### src/rtl/cpwm_pkg.sv
package cpwm_pkg;

    localparam int CW = 16;

    typedef logic [CW-1:0] cval_t;

    typedef enum logic [1:0] {
        SEL_PERIOD    = 2'd0,
        SEL_LVL_HI    = 2'd1,
        SEL_LVL_LO    = 2'd2,
        SEL_FAULT_CLR = 2'd3
    } wr_sel_e;

    typedef enum logic {
        DIR_RISE = 1'b0,
        DIR_FALL = 1'b1
    } cnt_dir_e;

    typedef struct packed {
        cval_t period;
        cval_t lvl_hi;
        cval_t lvl_lo;
    } pwm_cfg_t;

    function automatic logic is_idle(input pwm_cfg_t cfg);
        return cfg.period == '0;
    endfunction

endpackage

### src/rtl/cpwm_regs.sv
module cpwm_regs
    import cpwm_pkg::*;
(
    input  logic         clk,
    input  logic         rst,
    input  logic         wr_en,
    input  logic [1:0]   wr_sel,
    input  cval_t        wr_data,
    input  logic         cycle_load,
    output pwm_cfg_t     act_cfg,
    output logic         fault_clr
);

    pwm_cfg_t stage_cfg;
    wr_sel_e  sel;

    assign sel       = wr_sel_e'(wr_sel);
    assign fault_clr = wr_en && (sel == SEL_FAULT_CLR);

    always_ff @(posedge clk) begin
        if (rst) begin
            stage_cfg <= '0;
        end else if (wr_en) begin
            case (sel)
                SEL_PERIOD: stage_cfg.period <= wr_data;
                SEL_LVL_HI: stage_cfg.lvl_hi <= wr_data;
                SEL_LVL_LO: stage_cfg.lvl_lo <= wr_data;
                default:    ;
            endcase
        end
    end

    always_ff @(posedge clk) begin
        if (rst)
            act_cfg <= '0;
        else if (cycle_load)
            act_cfg <= stage_cfg;
    end

    // active settings only move at a cycle boundary
    a_r6_hold_mid_cycle: assert property (@(posedge clk) disable iff (rst)
        !cycle_load |=> $stable(act_cfg));

endmodule

### src/rtl/cpwm_timebase.sv
module cpwm_timebase
    import cpwm_pkg::*;
(
    input  logic   clk,
    input  logic   rst,
    input  cval_t  period,
    output cval_t  cnt,
    output logic   cycle_load
);

    cval_t    cnt_q, cnt_d;
    cnt_dir_e dir_q, dir_d;

    always_comb begin
        cnt_d = cnt_q;
        dir_d = dir_q;
        if (period == '0) begin
            cnt_d = '0;
        end else if (dir_q == DIR_RISE) begin
            if (cnt_q >= period) begin
                cnt_d = cnt_q - cval_t'(1);
                dir_d = DIR_FALL;
            end else begin
                cnt_d = cnt_q + cval_t'(1);
            end
        end else begin
            cnt_d = cnt_q - cval_t'(1);
        end
        if (cnt_d == '0)
            dir_d = DIR_RISE;
    end

    assign cycle_load = (period == '0) || (cnt_d == '0);

    always_ff @(posedge clk) begin
        if (rst) begin
            cnt_q <= '0;
            dir_q <= DIR_RISE;
        end else begin
            cnt_q <= cnt_d;
            dir_q <= dir_d;
        end
    end

    assign cnt = cnt_q;

    // count never leaves the range 0..period
    a_r2_cnt_within_period: assert property (@(posedge clk) disable iff (rst)
        (period != '0) |-> (cnt_q <= period));

    // idle period pins the count at zero
    a_r7_idle_holds_zero: assert property (@(posedge clk) disable iff (rst)
        (period == '0) |=> (cnt_q == '0));

endmodule

### src/rtl/cpwm_fault.sv
module cpwm_fault #(
    parameter int STAGES = 2
) (
    input  logic clk,
    input  logic rst,
    input  logic fault_in,
    input  logic cycle_load,
    input  logic flag_clr,
    output logic fault_live,
    output logic blank,
    output logic fault_flag
);

    localparam int LAST = STAGES - 1;

    logic [LAST:0] sync_q;
    logic          hold_q;

    generate
        if (STAGES == 1) begin : g_one
            always_ff @(posedge clk) begin
                if (rst) sync_q <= '0;
                else     sync_q <= fault_in;
            end
        end else begin : g_chain
            always_ff @(posedge clk) begin
                if (rst) sync_q <= '0;
                else     sync_q <= {sync_q[LAST-1:0], fault_in};
            end
        end
    endgenerate

    assign fault_live = sync_q[LAST];

    always_ff @(posedge clk) begin
        if (rst)             hold_q <= 1'b0;
        else if (cycle_load) hold_q <= 1'b0;
        else if (fault_live) hold_q <= 1'b1;
    end

    assign blank = fault_live || hold_q;

    always_ff @(posedge clk) begin
        if (rst)             fault_flag <= 1'b0;
        else if (fault_live) fault_flag <= 1'b1;
        else if (flag_clr)   fault_flag <= 1'b0;
    end

    // blanking persists until the cycle boundary
    a_r8_blank_to_boundary: assert property (@(posedge clk) disable iff (rst)
        (blank && !cycle_load) |=> blank);

    // a seen fault always leaves the flag set
    a_r9_flag_sets: assert property (@(posedge clk) disable iff (rst)
        fault_live |=> fault_flag);

endmodule

### src/rtl/cpwm_bridge.sv
module cpwm_bridge
    import cpwm_pkg::*;
#(
    parameter int SYNC_STAGES = 2
) (
    input  logic        clk,
    input  logic        rst,
    input  logic        wr_en,
    input  logic [1:0]  wr_sel,
    input  logic [15:0] wr_data,
    input  logic        fault_in,
    output logic        gate_hi,
    output logic        gate_lo,
    output logic        cycle_evt,
    output logic        fault_flag
);

    pwm_cfg_t cfg;
    cval_t    cnt;
    logic     cycle_load;
    logic     fault_clr;
    logic     fault_live;
    logic     blank;
    logic     run;

    cpwm_regs u_regs (
        .clk        (clk),
        .rst        (rst),
        .wr_en      (wr_en),
        .wr_sel     (wr_sel),
        .wr_data    (wr_data),
        .cycle_load (cycle_load),
        .act_cfg    (cfg),
        .fault_clr  (fault_clr)
    );

    cpwm_timebase u_tb (
        .clk        (clk),
        .rst        (rst),
        .period     (cfg.period),
        .cnt        (cnt),
        .cycle_load (cycle_load)
    );

    cpwm_fault #(.STAGES(SYNC_STAGES)) u_fault (
        .clk        (clk),
        .rst        (rst),
        .fault_in   (fault_in),
        .cycle_load (cycle_load),
        .flag_clr   (fault_clr),
        .fault_live (fault_live),
        .blank      (blank),
        .fault_flag (fault_flag)
    );

    assign run       = !is_idle(cfg);
    assign gate_hi   = run && !blank && (cnt < cfg.lvl_hi);
    assign gate_lo   = run && !blank && (cnt > cfg.lvl_lo);
    assign cycle_evt = run && (cnt == '0);

    // ordered levels never let both switches conduct
    a_r5_no_overlap: assert property (@(posedge clk) disable iff (rst)
        (cfg.lvl_lo >= cfg.lvl_hi) |-> !(gate_hi && gate_lo));

    // a synchronized fault forces both outputs off
    a_r8_fault_blanks: assert property (@(posedge clk) disable iff (rst)
        fault_live |-> (!gate_hi && !gate_lo));

    // cycle event is a single-clock pulse
    a_r2_evt_single: assert property (@(posedge clk) disable iff (rst)
        cycle_evt |=> !cycle_evt);

endmodule

### config.mk
export PLATFORM = sky130hd
export DESIGN_NAME = cpwm_bridge
export DESIGN_NICKNAME = d
export VERILOG_FILES = /design/src/rtl/cpwm_pkg.sv /design/src/rtl/cpwm_regs.sv /design/src/rtl/cpwm_timebase.sv /design/src/rtl/cpwm_fault.sv /design/src/rtl/cpwm_bridge.sv
export SDC_FILE = /design/constraint.sdc
export NUM_CORES = 1
export LEC_CHECK = 0
export ABC_AREA = 1
export BUFFER_PORTS_ARGS = -buffer_cell sky130_fd_sc_hd__buf_4
export CAP_MARGIN = 20
export CORE_UTILIZATION = 45
export DETAILED_ROUTE_END_ITERATION = 10
export MAX_ROUTING_LAYER = met4
export PLACE_DENSITY = 0.65
export SLEW_MARGIN = 10
export SYNTH_ARGS = -nofsm -noshare
export SYNTH_HDL_FRONTEND = slang
export SYNTH_HIERARCHICAL = 1
export SYNTH_SLANG_ARGS = --single-unit
### constraint.sdc
create_clock -name clk -period 3.1 [get_ports clk]
set_input_delay 0.465 -clock clk [delete_from_list [all_inputs] [get_ports clk]]
set_output_delay 0.465 -clock clk [all_outputs]
set_load 0.02 [all_outputs]
After elaboration in Yosys (flattened, before gate mapping). Cells that the tools add are included.

Add/sub/neg operators: 2. Equality and inequality tests: 3. Muxes and demuxes: 7. Reductions and logical operators: 19. $lt $le $gt $ge: 3.

Operators by type and width (number): $logic_not 16->1 (3); $mux 16 (3); $add 16x1->16 const B (1); $ge 16x16->1 (1); $gt 16x16->1 (1); $lt 16x16->1 (1); $sub 16x1->16 const B (1); $reduce_and 2->1 (3); $logic_and 1x1->1 (5); $eq 2x2->1 const B (2); $mux 1 (4); $reduce_or 2->1 (2); $eq 2x1->1 const B (1); $logic_not 1->1 (2); $logic_not 2->1 (1); $logic_or 1x1->1 (2); $reduce_bool 2->1 (1).

Output and inout bits: 4. Register bits: 117.

Longest topological paths before layout. Gate-level depths: netlist of the first run.

Depth in word-level cells: 7. Depth in mapped cells: 23.

Hierarchy. The synthesis of the first run kept the hierarchy.

By module, submodules not included: cpwm_regs (cells an instance 490, times used 1, area an instance 3589.7 µm²); cpwm_timebase (cells an instance 319, times used 1, area an instance 1936.9 µm²); cpwm_bridge (cells an instance 162, times used 1, area an instance 955.9 µm²); cpwm_fault (cells an instance 15, times used 1, area an instance 128.9 µm²).

Worst setup path after synthesis of the first run. Ideal clock, no wire load.

Path type: reg2reg. Start: register u_tb.cnt_q[0] (netlist: u_tb/cnt[0]). End: register u_regs/act_cfg[0] in the netlist's numbering. Path buffers: 3. Setup time: 0.133 ns. Setup slack: 0.539 ns. Arrival time: 2.429 ns. Cell stages (with the launch flop): 20. Data required time: 2.967 ns. Path through: dfxtp_1 -> inv_1 -> ha_1 -> nand2_1 -> nor2_1 -> nor2_1 -> nand2_1 -> nand2_1 -> nand2_1 -> nand2_2 -> buf_2 -> nand3_1 -> nand3_1 -> nand2_1 -> nor2_1 -> nand2_1 -> nor2_2 -> buf_2 -> clkbuf_1 -> a21oi_1.

Longest elaborated chain between the ends: 6. Elaborated cells on any way between the ends: 8. Classes of those cells: add/sub (2); order compare (1); mux (3); reduce/logical (2).

RTL lines: start, declared (line cpwm_timebase.sv:11) `cval_t cnt_q, cnt_d;`; start signal, assigned (line cpwm_timebase.sv:40) `cnt_q <= cnt_d;`; $add 16x1->16, or another cell as far along (line cpwm_timebase.sv:24) `cnt_d = cnt_q + cval_t'(1);`; $mux 16 (line cpwm_timebase.sv:20) `if (cnt_q >= period) begin`; $mux 16 (*) (line cpwm_timebase.sv:19) `end else if (dir_q == DIR_RISE) begin`; $mux 16 (*) (line cpwm_timebase.sv:17) `if (period == '0) begin`; $logic_not 16->1 (*) (line cpwm_timebase.sv:33) `assign cycle_load = (period == '0) || (cnt_d == '0);`; $logic_or 1x1->1 (*) (line cpwm_timebase.sv:33); named net cycle_load (line cpwm_bridge.sv:20) `logic cycle_load;`; end signal, assigned (line cpwm_regs.sv:37) `act_cfg <= stage_cfg;`; end, declared (line cpwm_regs.sv:10) `output pwm_cfg_t act_cfg,`.

The timed path passes the listed nets; every way through them passes the cells marked *. A chain may end at the register's enable or synchronous reset.

Worst setup path in the final report of the first run.
Start: register u_regs/act_cfg[47] in the netlist's numbering. End: register u_regs/act_cfg[25] in the netlist's numbering.

Longest elaborated chain between the ends: 6. Elaborated cells on any way between the ends: 7. Classes of those cells: order compare (1); mux (3); reduce/logical (3).

RTL lines (line): $ge 16x16->1 (cpwm_timebase.sv:20); $mux 16 (cpwm_timebase.sv:20); $mux 16 (cpwm_timebase.sv:19); $mux 16 (cpwm_timebase.sv:17); $logic_not 16->1 (cpwm_timebase.sv:33); $logic_or 1x1->1 (*) (cpwm_timebase.sv:33); named net cycle_load (cpwm_bridge.sv:20).

Marks and branches as above.

==> out/qor.yml, run 1 <==
power_and_ir_drop:
  ir_drop_mv: 0.450
  p_per_area_nw_per_um2: 847
  power_w: 0.00655
  power.static_leakage_nw: 3.79
routing:
  vias_per_cell: 5.01
  antenna_left: 0
  post-route-drc-count: 0
  route.vias.total: 6062
  dr.first_iter.drc_count: 489
  wl_per_cell_um: 14.1
  dr.pass1.iters: 5
  routed_wl_um: 17100
sta:
  setup_tns_ns: 0
  finalSetupViolations: 0
  fin_crit_sh_pct: 92.4
  period_needed_ns: 2.86
  relSlewSlack_pct: 53.6
  finClkSkew_ns: 0.00717
  hold_violations: 0
  slew_violations: 0
  max_freq_ghz: 0.349
  worst_pin_slew_ns: 0.695
clock_network:
  cts_buffers: 17
  ctsLongestPathBuffers: 2
  htree_levels: 4
  cts.sinks: 117
  cts_root_buf: "clkbuf_16"
  holdBufCountCts: 0
  clk_pin_slew_ns: 0.06
  cts_tree: "yes"
  clk_latency_ns: 0.42
finish:
  mostFrequentLayoutCells: "203 x nand2_1, 191 x nor2_1, 129 x inv_1"
  fin_area_um2: 7730
  layout_commonest_cell: "nand2_1"
  syn_to_final_growth_pct: 16.9
  nFillCells: 1395
  multi_input_area_um2: 3560
  regArea_um2: 2350
  nNetsFinal: 1088
  fin_util_pct: 54.8
  drive_above_1_share_pct: 11.9
  n_antenna_cell: 0
setup_path:
  crit_slowest_cell: "dfxtp_1"
  cpPeakStageDelay_ns: 0.38
  crit_family: "simple AND/OR/NAND/NOR gates"
  path_depth: 16
  cp_max_fo: 32
  path_buf_inv: 4
  crit_type: "flop to flop"
  path_cells: "inv_1 -> ha_1 -> nand2_1 -> nand2_1 -> o21bai_4 -> a21oi_4 -> buf_4 -> nand3_1 -> nand3_1 -> nand2_1 -> nor2_1 -> nand2_1 -> nor2_4 -> buf_12 -> clkbuf_16 -> a21oi_1"
  critical_path_arrival_ns: 3.16
  cp.required_ns: 3.40
  cp-startpoint: "u_regs/act_cfg[47]"
  startpoint_type: "flop"
  cp-end-kind: "flop"
  reg2reg_depth: 16
  r2r-start: "u_regs/act_cfg[47]"
  cpMostUsedCell: "nand2_1"
flow_run:
  maxCapViolations: 0
place:
  dpl-instance-area_um2: 7020
  post-dp-hpwl_um: 11700
  gp_congestion: 0.915
  port_buffers: 25
synth:
  yosys_register_bits: 117
  synth-async-reset-ratio_pct: 0
  ys.flop_type: "dfxtp_1"
  seq_area_frac_synth_pct: 35.4
  synthesis.area_um2: 6610
  netlist_instances: 986
  yosysWarnings: 6
  avgSynthCellArea_um2: 6.71
  synth_cell_types: 35
  synth_edf_count: 0
  synthesis.nets: 1057
worst_hold_path:
  holdCritStartpoint: "fault_in"
  hold_depth: 3
  hold_class: "primary input to flop"
die:
  fp.dieArea_um2: 15200
  core_area_um2: 14100
  die_w_um: 123
  initial_core_util_pct: 46.9
  num_rows: 43
  fp.dieH_um: 123
  ios: 26
global_routing:
  grtUsageTotal_pct: 24.5
  antenna_found_initial: 0
  grt_pass1_vias: 5537
  grt_pass1_wl_um: 27400
  grt_overflow: 0
  grt_max_degree: 97
status:
  outcome: "finished, final reports clean"
[layout make-up]
| type | instances | area share (%) |
|---|---|---|
| clock buffers | 18 | 5.68 |
| multi-input cells | 687 | 46.0 |
| flip-flops and latches | 117 | 30.4 |
| clock inverters | 13 | 1.73 |
| inverters | 136 | 6.64 |
| well taps | 180 | 2.91 |
| repair buffers | 58 | 6.62 |
[final timing paths]
path | to | slack, ns
worst max-delay path | u_regs/act_cfg[25] | 0.24
worst min-delay path | u_fault/sync_q[0] | 0.25
worst max register to register | u_regs/act_cfg[25] | 0.24
worst min register to register | u_fault/sync_q[1] | 0.40
[synthesized netlist by cell type (2+ instances only)]
master	n	area [µm²]
nand2_1	204	766
nor2_1	192	721
inv_1	129	484
dfxtp_1	117	2340
a21oi_1	70	350
nand3_1	55	275
ha_1	49	613
o21ai_0	42	210
buf_2	30	150
xor2_1	15	131
o21ai_1	13	65.1
clkbuf_1	9	33.8
nand4_1	9	56.3
nor4_1	6	37.5
inv_2	5	18.8
xnor2_1	5	43.8
buf_4	4	30.0
nand2_2	4	25.0
nor3_2	4	40.0
nand3_2	3	30.0
nor2_2	3	18.8
a21oi_2	2	17.5
buf_6	2	22.5
clkinv_1	2	7.51
nand3b_1	2	15.0
[through the flow]
step / cells / hold slack, ns / setup WS [ns]
floorplan: 986 / 0.388 / 0.539
global placement: 1173 / 0.394 / 0.129
detailed placement: 1173 / 0.399 / 0.116
CTS: 1204 / 0.241 / 0.0545
global route: 1209 / 0.262 / -0.0252
finish: 1209 / 0.252 / 0.237
[sequential cells by signal (all words and copies together), names as in the netlist]
name and count:
u_regs/act_cfg 48, u_regs/stage_cfg 48, u_tb/cnt 16, u_fault/sync_q 2, u_fault/fault_flag 1, u_fault/hold_q 1
u_tb/dir_q 1
[tightest hold or removal path, delay by kind of cell]
kind                   cells  cell delay [ns]
buffers and inverters      2             0.10
AND/OR/NAND/NOR            1             0.07
[layer usage]
layer / vias to the layer above / share of wire [%] / global-route usage [%]
met3: 29 / 4.7 / 4.94
met5: - / 0 / -
met2: 168 / 43 / 35.4
met4: 0 / 2.2 / 8.96
li1: 3154 / - / -
met1: 2711 / 50 / 33.7
[cell families after synthesis]
kind of cell    count (synthesis)  synth area share [%]
flops                         117                  35.4
fa+ha+maj                      49                  9.27
buf+inv                       182                  11.4
simple gates                  486                  30.7
xor+xnor                       20                  2.65
compound gates                132                  10.6
[what timing repair did]
action                     in CTS  in global routing
gates resized for setup         0                 14
setup buffers                   0                  3
setup endpoints to repair       0                 48
[power breakdown]
part | switching [W] | internal, W
clock network | 0.000697 | 0.00119
registers | 0.0000850 | 0.00166
logic | 0.00180 | 0.00112
(Power assumes the default switching activity.)
==> run 2, diff against run 1 <==
--- a/config.mk
+++ b/config.mk
@@ -8,10 +8,10 @@
 export ABC_AREA = 1
 export BUFFER_PORTS_ARGS = -buffer_cell sky130_fd_sc_hd__buf_4
 export CAP_MARGIN = 20
-export CORE_UTILIZATION = 45
+export CORE_UTILIZATION = 47
 export DETAILED_ROUTE_END_ITERATION = 10
 export MAX_ROUTING_LAYER = met4
-export PLACE_DENSITY = 0.65
+export PLACE_DENSITY = 0.67
 export SLEW_MARGIN = 10
 export SYNTH_ARGS = -nofsm -noshare
 export SYNTH_HDL_FRONTEND = slang
==> run 2 against run 1 <==
- clock-buffer cell count decreased by 1
- fmax fell by 1.7%
- non-clock buffer count down 3
- clock skew grew 0.00089 ns
- routed wire length shrank 0.49%
- hold slack better by 0.0056 ns
- critical path type unchanged
- critical path depth is 2 lower
- via count is 0.76% lower
- sequential share of layout area grew 0.48 points
- sequential power about the same
- utilization up 1.4 points
- sequential cell count did not move
==> out/qor.yml, run 2 (same netlist as run 1, synthesis figures left out) <==
status:
  outcome: "finished, final reports clean"
finish:
  mostFrequentLayoutCells: "204 x nand2_1, 192 x nor2_1, 129 x inv_1"
  nNetsFinal: 1085  # -0.28%
  syn_to_final_growth_pct: 14.8
  layout_commonest_cell: "nand2_1"
  fin_util_pct: 56.2  # +1.4 points
  n_antenna_cell: 0  # unchanged
  drive_above_1_share_pct: 11.0  # -0.85 points
  nFillCells: 1340  # -3.9%
power_and_ir_drop:
  switching_share_pct: 41.2  # +1.7 points
  combinationalPowerShare_pct: 44.4  # -0.2 points
  p_per_area_nw_per_um2: 828  # -2.3%
  ir_drop_mv: 0.403  # -10%
  switching_power_w: 0.00259  # +0.10%
  p_int_w: 0.00370  # -6.7%
  pwr-share-seq_pct: 27.6  # +1.0 points
  clkPwrFrac_pct: 28.0  # -0.8 points
  power.static_leakage_nw: 3.76  # -0.90%
global_routing:
  grt_pass1_vias: 5521  # -0.29%
  grt_pass1_wl_um: 27600  # +0.93%
  grt_overflow: 0  # unchanged
  grt_max_degree: 83  # -14%
  antenna_found_initial: 0  # unchanged
  grtUsageTotal_pct: 25.1  # +0.62 points
setup_path:
  cpPeakStageDelay_ns: 0.51  # +0.13 ns
  critical_path_arrival_ns: 3.24  # +0.08 ns
  startpoint_type: "flop"
  cp.required_ns: 3.43  # +0.03 ns
  path_buf_inv: 2  # -2
  crit_slowest_cell: "dfxtp_1"
  ff2ff_setup_slack_ns: 0.19  # -0.05 ns
  cp_max_fo: 34  # +6.3%
  cp-end-kind: "flop"
  reg2reg_to: "u_regs/act_cfg[1]"
  reg2reg_depth: 14  # -2
  r2r-start: "u_tb/cnt[15]"
  path_cells: "ha_1 -> nand2_1 -> nor2_1 -> a21oi_4 -> buf_4 -> nand3_1 -> nand3_1 -> nand2_1 -> nor2_1 -> nand2_1 -> nor2_4 -> buf_12 -> o21ai_0 -> a21oi_1"
  cpMostUsedCell: "nand2_1"
  crit_type: "flop to flop"
  crit_family: "simple AND/OR/NAND/NOR gates"
worst_hold_path:
  hold_class: "primary input to flop"
  hold_end: "u_fault/sync_q[0]"
  holdCritStartpoint: "fault_in"
  hold_depth: 3  # unchanged
routing:
  routed_wl_um: 17000  # -0.49%
  vias_per_cell: 5.00  # -0.26%
  dr.pass1.iters: 5  # unchanged
  dr.first_iter.drc_count: 462  # -5.5%
  route.vias.total: 6016  # -0.76%
  antenna_left: 0  # unchanged
  wl_per_cell_um: 14.1  # about the same
  post-route-drc-count: 0  # unchanged
flow_run:
  maxCapViolations: 0  # unchanged
clock_network:
  ctsLongestPathBuffers: 2  # unchanged
  htree_levels: 4  # unchanged
  clk_pin_slew_ns: 0.06  # about the same
  cts.sinks: 117  # unchanged
  holdBufCountCts: 0  # unchanged
  clk_latency_ns: 0.41  # about the same
  cts_tree: "yes"
  cts_root_buf: "clkbuf_16"
  cts_buffers: 17  # unchanged
sta:
  rsz0062_at_grt: "false"
  worst_pin_slew_ns: 0.659  # -0.0358 ns
  setup_tns_ns: 0  # unchanged
  period_needed_ns: 2.91  # +0.0500 ns
  slew_violations: 0  # unchanged
  max_freq_ghz: 0.343  # -1.7%
  relSlewSlack_pct: 56.0  # +2.4 points
  hold_violations: 0  # unchanged
  finClkSkew_ns: 0.00806  # +0.000887 ns
  setup_ws_ns: 0.187  # -0.0500 ns
  finalSetupViolations: 0  # unchanged
  fin_crit_sh_pct: 94.0  # +1.6 points
place:
  post-dp-hpwl_um: 11900  # +1.2%
  port_buffers: 25  # unchanged
  preCtsSetupSlack_ns: 0.0732  # -0.0429 ns
  gp_congestion: 0.910  # -0.56%
die:
  initial_core_util_pct: 49.0  # +2.1 points
  fp.dieH_um: 121  # -2.1%
  die_w_um: 121  # -2.1%
  core_area_um2: 13500  # -4.2%
  ios: 26  # unchanged
  num_rows: 42  # -2.3%
  fp.dieArea_um2: 14500  # -4.2%
## run 2: cell count changes in the layout (fill, tap and decap cells not counted), moves of 2 or more
cell / change
clkinv_2: +2
clkinvlp_4: -4
clkinv_4: +5
dfxtp_2: -4
bufinv_16: -2
dfxtp_1: +4
## run 2: routing by layer
layer / vias up / track usage, % / wire [µm]
met5: - / - / 0
met4: 0 / 8.41 / 273
met3: 22 / 4.01 / 887
met2: 180 / 38.6 / 7500
met1: 2672 / 33.6 / 8350
li1: 3142 / - / -
## run 2: area by class of cell
type | count | area (µm²) | area share [%]
Clock inverter | 15 | 109 | 1.43
Inverter | 136 | 510 | 6.72
Multi-Input combinational cell | 687 | 3530 | 46.5
Sequential cell | 117 | 2340 | 30.9
Clock buffer | 17 | 425 | 5.60
Tap cell | 176 | 220 | 2.90
Timing Repair Buffer | 55 | 455 | 6.00
## run 2: timing repair
action	4_1_cts	5_1_grt
setup buffers	0	2
endpoints found under the setup margin	0	50
gates resized for setup	0	1
## run 2: how the worst max path moves through the flow
stage                     slack (ns)            endpoint  cells after the start          startpoint
after floorplan                 0.54   u_regs/act_cfg[0]                     19         u_tb/cnt[0]
after global placement          0.19  u_regs/act_cfg[18]                     15        u_tb/cnt[15]
after detailed placement        0.07  u_regs/act_cfg[16]                     14        u_tb/cnt[15]
after CTS                       0.07  u_regs/act_cfg[16]                     15        u_tb/cnt[15]
after global routing            0.01   u_regs/act_cfg[0]                     20  u_regs/act_cfg[34]
final                           0.19   u_regs/act_cfg[1]                     14        u_tb/cnt[15]
## run 2: through the flow
step	instance area, µm²	power, W	hold slack [ns]	std cells
after CTS	7550	0.00619	0.247	1200
after floorplan	6610	0.00379	0.388	986
final	7590	0.00628	0.258	1203
after global routing	7590	0.00672	0.267	1203
after detailed placement	7010	0.00441	0.395	1168
after global placement	7010	0.00440	0.389	1168
## run 2: power groups by stage
stage / logic [W] / registers, W / clock network [W]
floorplan: 0.00202 / 0.00177 / 0
global placement: 0.00264 / 0.00176 / 0
finish: 0.00279 / 0.00173 / 0.00176
global route: 0.00313 / 0.00175 / 0.00184
CTS: 0.00268 / 0.00173 / 0.00178
detailed placement: 0.00265 / 0.00176 / 0
## run 2: worst reg2reg max path, stage by stage, from the launching register on
cell and delay [ns]:
dfxtp_1 0.51, ha_1 0.31, nand2_1 0.18, nor2_1 0.11
a21oi_4 0.24, buf_4 0.19, nand3_1 0.08, nand3_1 0.17
nand2_1 0.08, nor2_1 0.14, nand2_1 0.11, nor2_4 0.24
buf_12 0.22, o21ai_0 0.13, a21oi_1 0.15
==> run 3, diff against run 2 <==
--- a/config.mk
+++ b/config.mk
@@ -11,9 +11,8 @@
 export CORE_UTILIZATION = 47
 export DETAILED_ROUTE_END_ITERATION = 10
 export MAX_ROUTING_LAYER = met4
-export PLACE_DENSITY = 0.67
+export PLACE_DENSITY = 0.65
 export SLEW_MARGIN = 10
 export SYNTH_ARGS = -nofsm -noshare
 export SYNTH_HDL_FRONTEND = slang
-export SYNTH_HIERARCHICAL = 1
 export SYNTH_SLANG_ARGS = --single-unit
==> run 3 against run 2 <==
- sequential power about the same
- register-to-register slack improved by 0.06 ns
- via count decreased by 7.5%
- largest cell class unchanged
- critical path depth increased by 2
- critical endpoint is now u_regs.act_cfg[40]
- critical path type unchanged
==> out/qor.yml, run 3 <==
finish:
  drive_above_1_share_pct: 11.1  # +0.085 points
  n_antenna_cell: 0  # unchanged
  nFillCells: 1261  # -5.9%
  fin_util_pct: 57.7  # +1.5 points
  mostFrequentLayoutCells: "200 x nand2_1, 152 x nor2_1, 124 x inv_1"
  syn_to_final_growth_pct: 17.4
  regArea_um2: 2340  # unchanged
  multi_input_area_um2: 3300  # -6.5%
  nNetsFinal: 1024  # -5.6%
  layout_commonest_cell: "nand2_1"
clock_network:
  cts_buffers: 17  # unchanged
  cts_tree: "yes"
  ctsLongestPathBuffers: 2  # unchanged
  cts_root_buf: "clkbuf_16"
  clk_pin_slew_ns: 0.06  # about the same
  holdBufCountCts: 0  # unchanged
  cts_resized: 0  # unchanged
  postCtsSetupRepairBufs: 0  # unchanged
  htree_levels: 4  # unchanged
  cts.sinks: 117  # unchanged
  clk_latency_ns: 0.41  # about the same
routing:
  wl_met3_um: 561  # -37%
  top_layer: "met4"
  dr.first_iter.drc_count: 466  # +0.87%
  post-route-drc-count: 0  # unchanged
  route.vias.total: 5564  # -7.5%
  dr.pass1.iters: 6  # +1
  wl_met2_um: 6750  # -10%
  antenna_left: 0  # unchanged
  vias_per_cell: 4.89  # -2.1%
  routed_wl_um: 15200  # -11%
  wl_per_cell_um: 13.4  # -5.5%
  met1Wirelength_um: 7550  # -9.6%
sta:
  fin_crit_sh_pct: 92.2  # -1.8 points
  finClkSkew_ns: 0.00925  # +0.00119 ns
  hold_violations: 0  # unchanged
  period_needed_ns: 2.86  # -0.0559 ns
  worst_pin_slew_ns: 0.863  # +0.204 ns
  finalSetupViolations: 0  # unchanged
  relSlewSlack_pct: 42.3  # -14 points
  max_freq_ghz: 0.350  # +2.0%
  rsz0062_at_grt: "false"
  setup_tns_ns: 0  # unchanged
  slew_violations: 0  # unchanged
place:
  port_buffers: 25  # unchanged
  gp_congestion: 0.863  # -5.2%
  post-dp-hpwl_um: 11300  # -5.2%
setup_path:
  path_cells: "inv_1 -> ha_1 -> a21oi_1 -> o21ai_0 -> nor2_4 -> buf_4 -> nand4_1 -> nand3_1 -> nand2_1 -> nor2_1 -> nand2_1 -> nor2_4 -> buf_4 -> nand2_1 -> nand2_1 -> nor2_1"
  critical_path_arrival_ns: 3.16  # -0.08 ns
  crit_family: "simple AND/OR/NAND/NOR gates"
  cpMostUsedCell: "nand2_1"
  startpoint_type: "flop"
  cp.required_ns: 3.40  # -0.03 ns
  crit_slowest_cell: "dfxtp_1"
  cp_max_fo: 13  # -62%
  cpPeakStageDelay_ns: 0.37  # -0.14 ns
  path_buf_inv: 3  # +1
  cp-end-kind: "flop"
  crit_type: "flop to flop"
die:
  core_area_um2: 12800  # -5.0%
  die_w_um: 118  # -2.3%
  fp.dieArea_um2: 13900  # -4.6%
  num_rows: 41  # -2.4%
  fp.dieH_um: 118  # -2.3%
  ios: 26  # unchanged
  initial_core_util_pct: 49.1  # +0.19 points
global_routing:
  grt_pass1_wl_um: 25500  # -7.7%
  antenna_found_initial: 0  # unchanged
  grt_pass1_vias: 5216  # -5.5%
  grt_max_degree: 66  # -20%
  grtUsageTotal_pct: 23.6  # -1.5 points
  grt_overflow: 0  # unchanged
synth:
  synth_cell_types: 33  # -5.7%
  synth-async-reset-ratio_pct: 0  # unchanged
  synthesis.area_um2: 6300  # -4.7%
  ys.flop_type: "dfxtp_1"
  seq_area_frac_synth_pct: 37.2  # +1.7 points
  yosys.area.top_type: "dfxtp_1"
  yosys_register_bits: 117  # unchanged
  synthesis.nets: 988  # -6.5%
  synth_most_common_cell: "nand2_1"
  netlist_instances: 916  # -7.1%
  yosys.area.top_type_share_pct: 37.2  # +1.7 points
  netlist_top_cells_area: "dfxtp_1 37%, nand2_1 12%, ha_1 9.9%, nor2_1 9.1%, inv_1 7.4%"
  yosysWarnings: 0  # -6
  synth_edf_count: 0  # unchanged
  synth_commonest_cells: "200 x nand2_1, 152 x nor2_1, 124 x inv_1"
  avgSynthCellArea_um2: 6.88  # +2.6%
flow_run:
  maxCapViolations: 0  # unchanged
power_and_ir_drop:
  p_per_area_nw_per_um2: 905  # +9.4%
  ir_drop_mv: 0.363  # -10%
  power.static_leakage_nw: 3.20  # -15%
worst_hold_path:
  hold_class: "primary input to flop"
status:
  outcome: "finished, final reports clean"
## run 3: metrics by stage
step	hold WS [ns]	power, W	area (µm²)	cells	setup WS [ns]
6_report	0.256	0.00670	7400	1137	0.243
5_1_grt	0.271	0.00723	7400	1137	0.00139
4_1_cts	0.243	0.00672	7390	1137	0.122
3_5_place_dp	0.403	0.00474	6800	1105	0.140
3_3_place_gp	0.398	0.00473	6800	1105	0.159
2_1_floorplan	0.388	0.00390	6300	916	0.517
## run 3: layout make-up
class,instances,area share [%]
clock buffers,17,5.75
clock inverters,15,2.28
inverters,128,6.49
multi-input cells,632,44.6
flip-flops and latches,117,31.6
well taps,172,2.91
repair buffers,56,6.36
## run 3: worst reg2reg max path, cell delays in order (launching register included)
cell and delay [ns]:
dfxtp_1 0.37, inv_1 0.06, ha_1 0.30, a21oi_1 0.15, o21ai_0 0.15, nor2_4 0.31
buf_4 0.19, nand4_1 0.09, nand3_1 0.13, nand2_1 0.07, nor2_1 0.18, nand2_1 0.11
nor2_4 0.24, buf_4 0.24, nand2_1 0.07, nand2_1 0.06, nor2_1 0.04
## run 3: worst paths after layout
check,startpoint,to,slack (ns),cells past startpoint
worst min-delay path,fault_in,u_fault.sync_q[0],0.26,3
worst min register to register,u_fault.sync_q[0],u_fault.sync_q[1],0.41,2
worst max register to register,u_regs.act_cfg[47],u_regs.act_cfg[40],0.24,16
worst max-delay path,u_regs.act_cfg[47],u_regs.act_cfg[40],0.24,16
## run 3: metal layers
layer / GRT usage, % / up-vias
li1: - / 2974
met1: 32.0 / 2452
met2: 34.7 / 114
met3: 4.36 / 24
met4: 9.05 / 0
met5: - / -
## run 3: report_power, final
part | internal, W | switching [W] | total (W) | leakage, nW
Sequential | 0.00166 | 0.0000813 | 0.00174 | 0.954
Clock | 0.00120 | 0.000746 | 0.00195 | 0.284
Combinational | 0.00116 | 0.00184 | 0.00301 | 1.97
Total | 0.00403 | 0.00267 | 0.00670 | 3.20
## run 3: logic make-up after synthesis
kind of cell / after synthesis / share of synthesized area (%)
and+or+nand+nor: 426 / 28.2
xor gates and xnor gates: 22 / 3.06
DFF: 117 / 37.2
buffers and inverters: 167 / 10.6
adders and majority gates: 50 / 9.93
AOI/OAI and AO/OA: 134 / 11.0
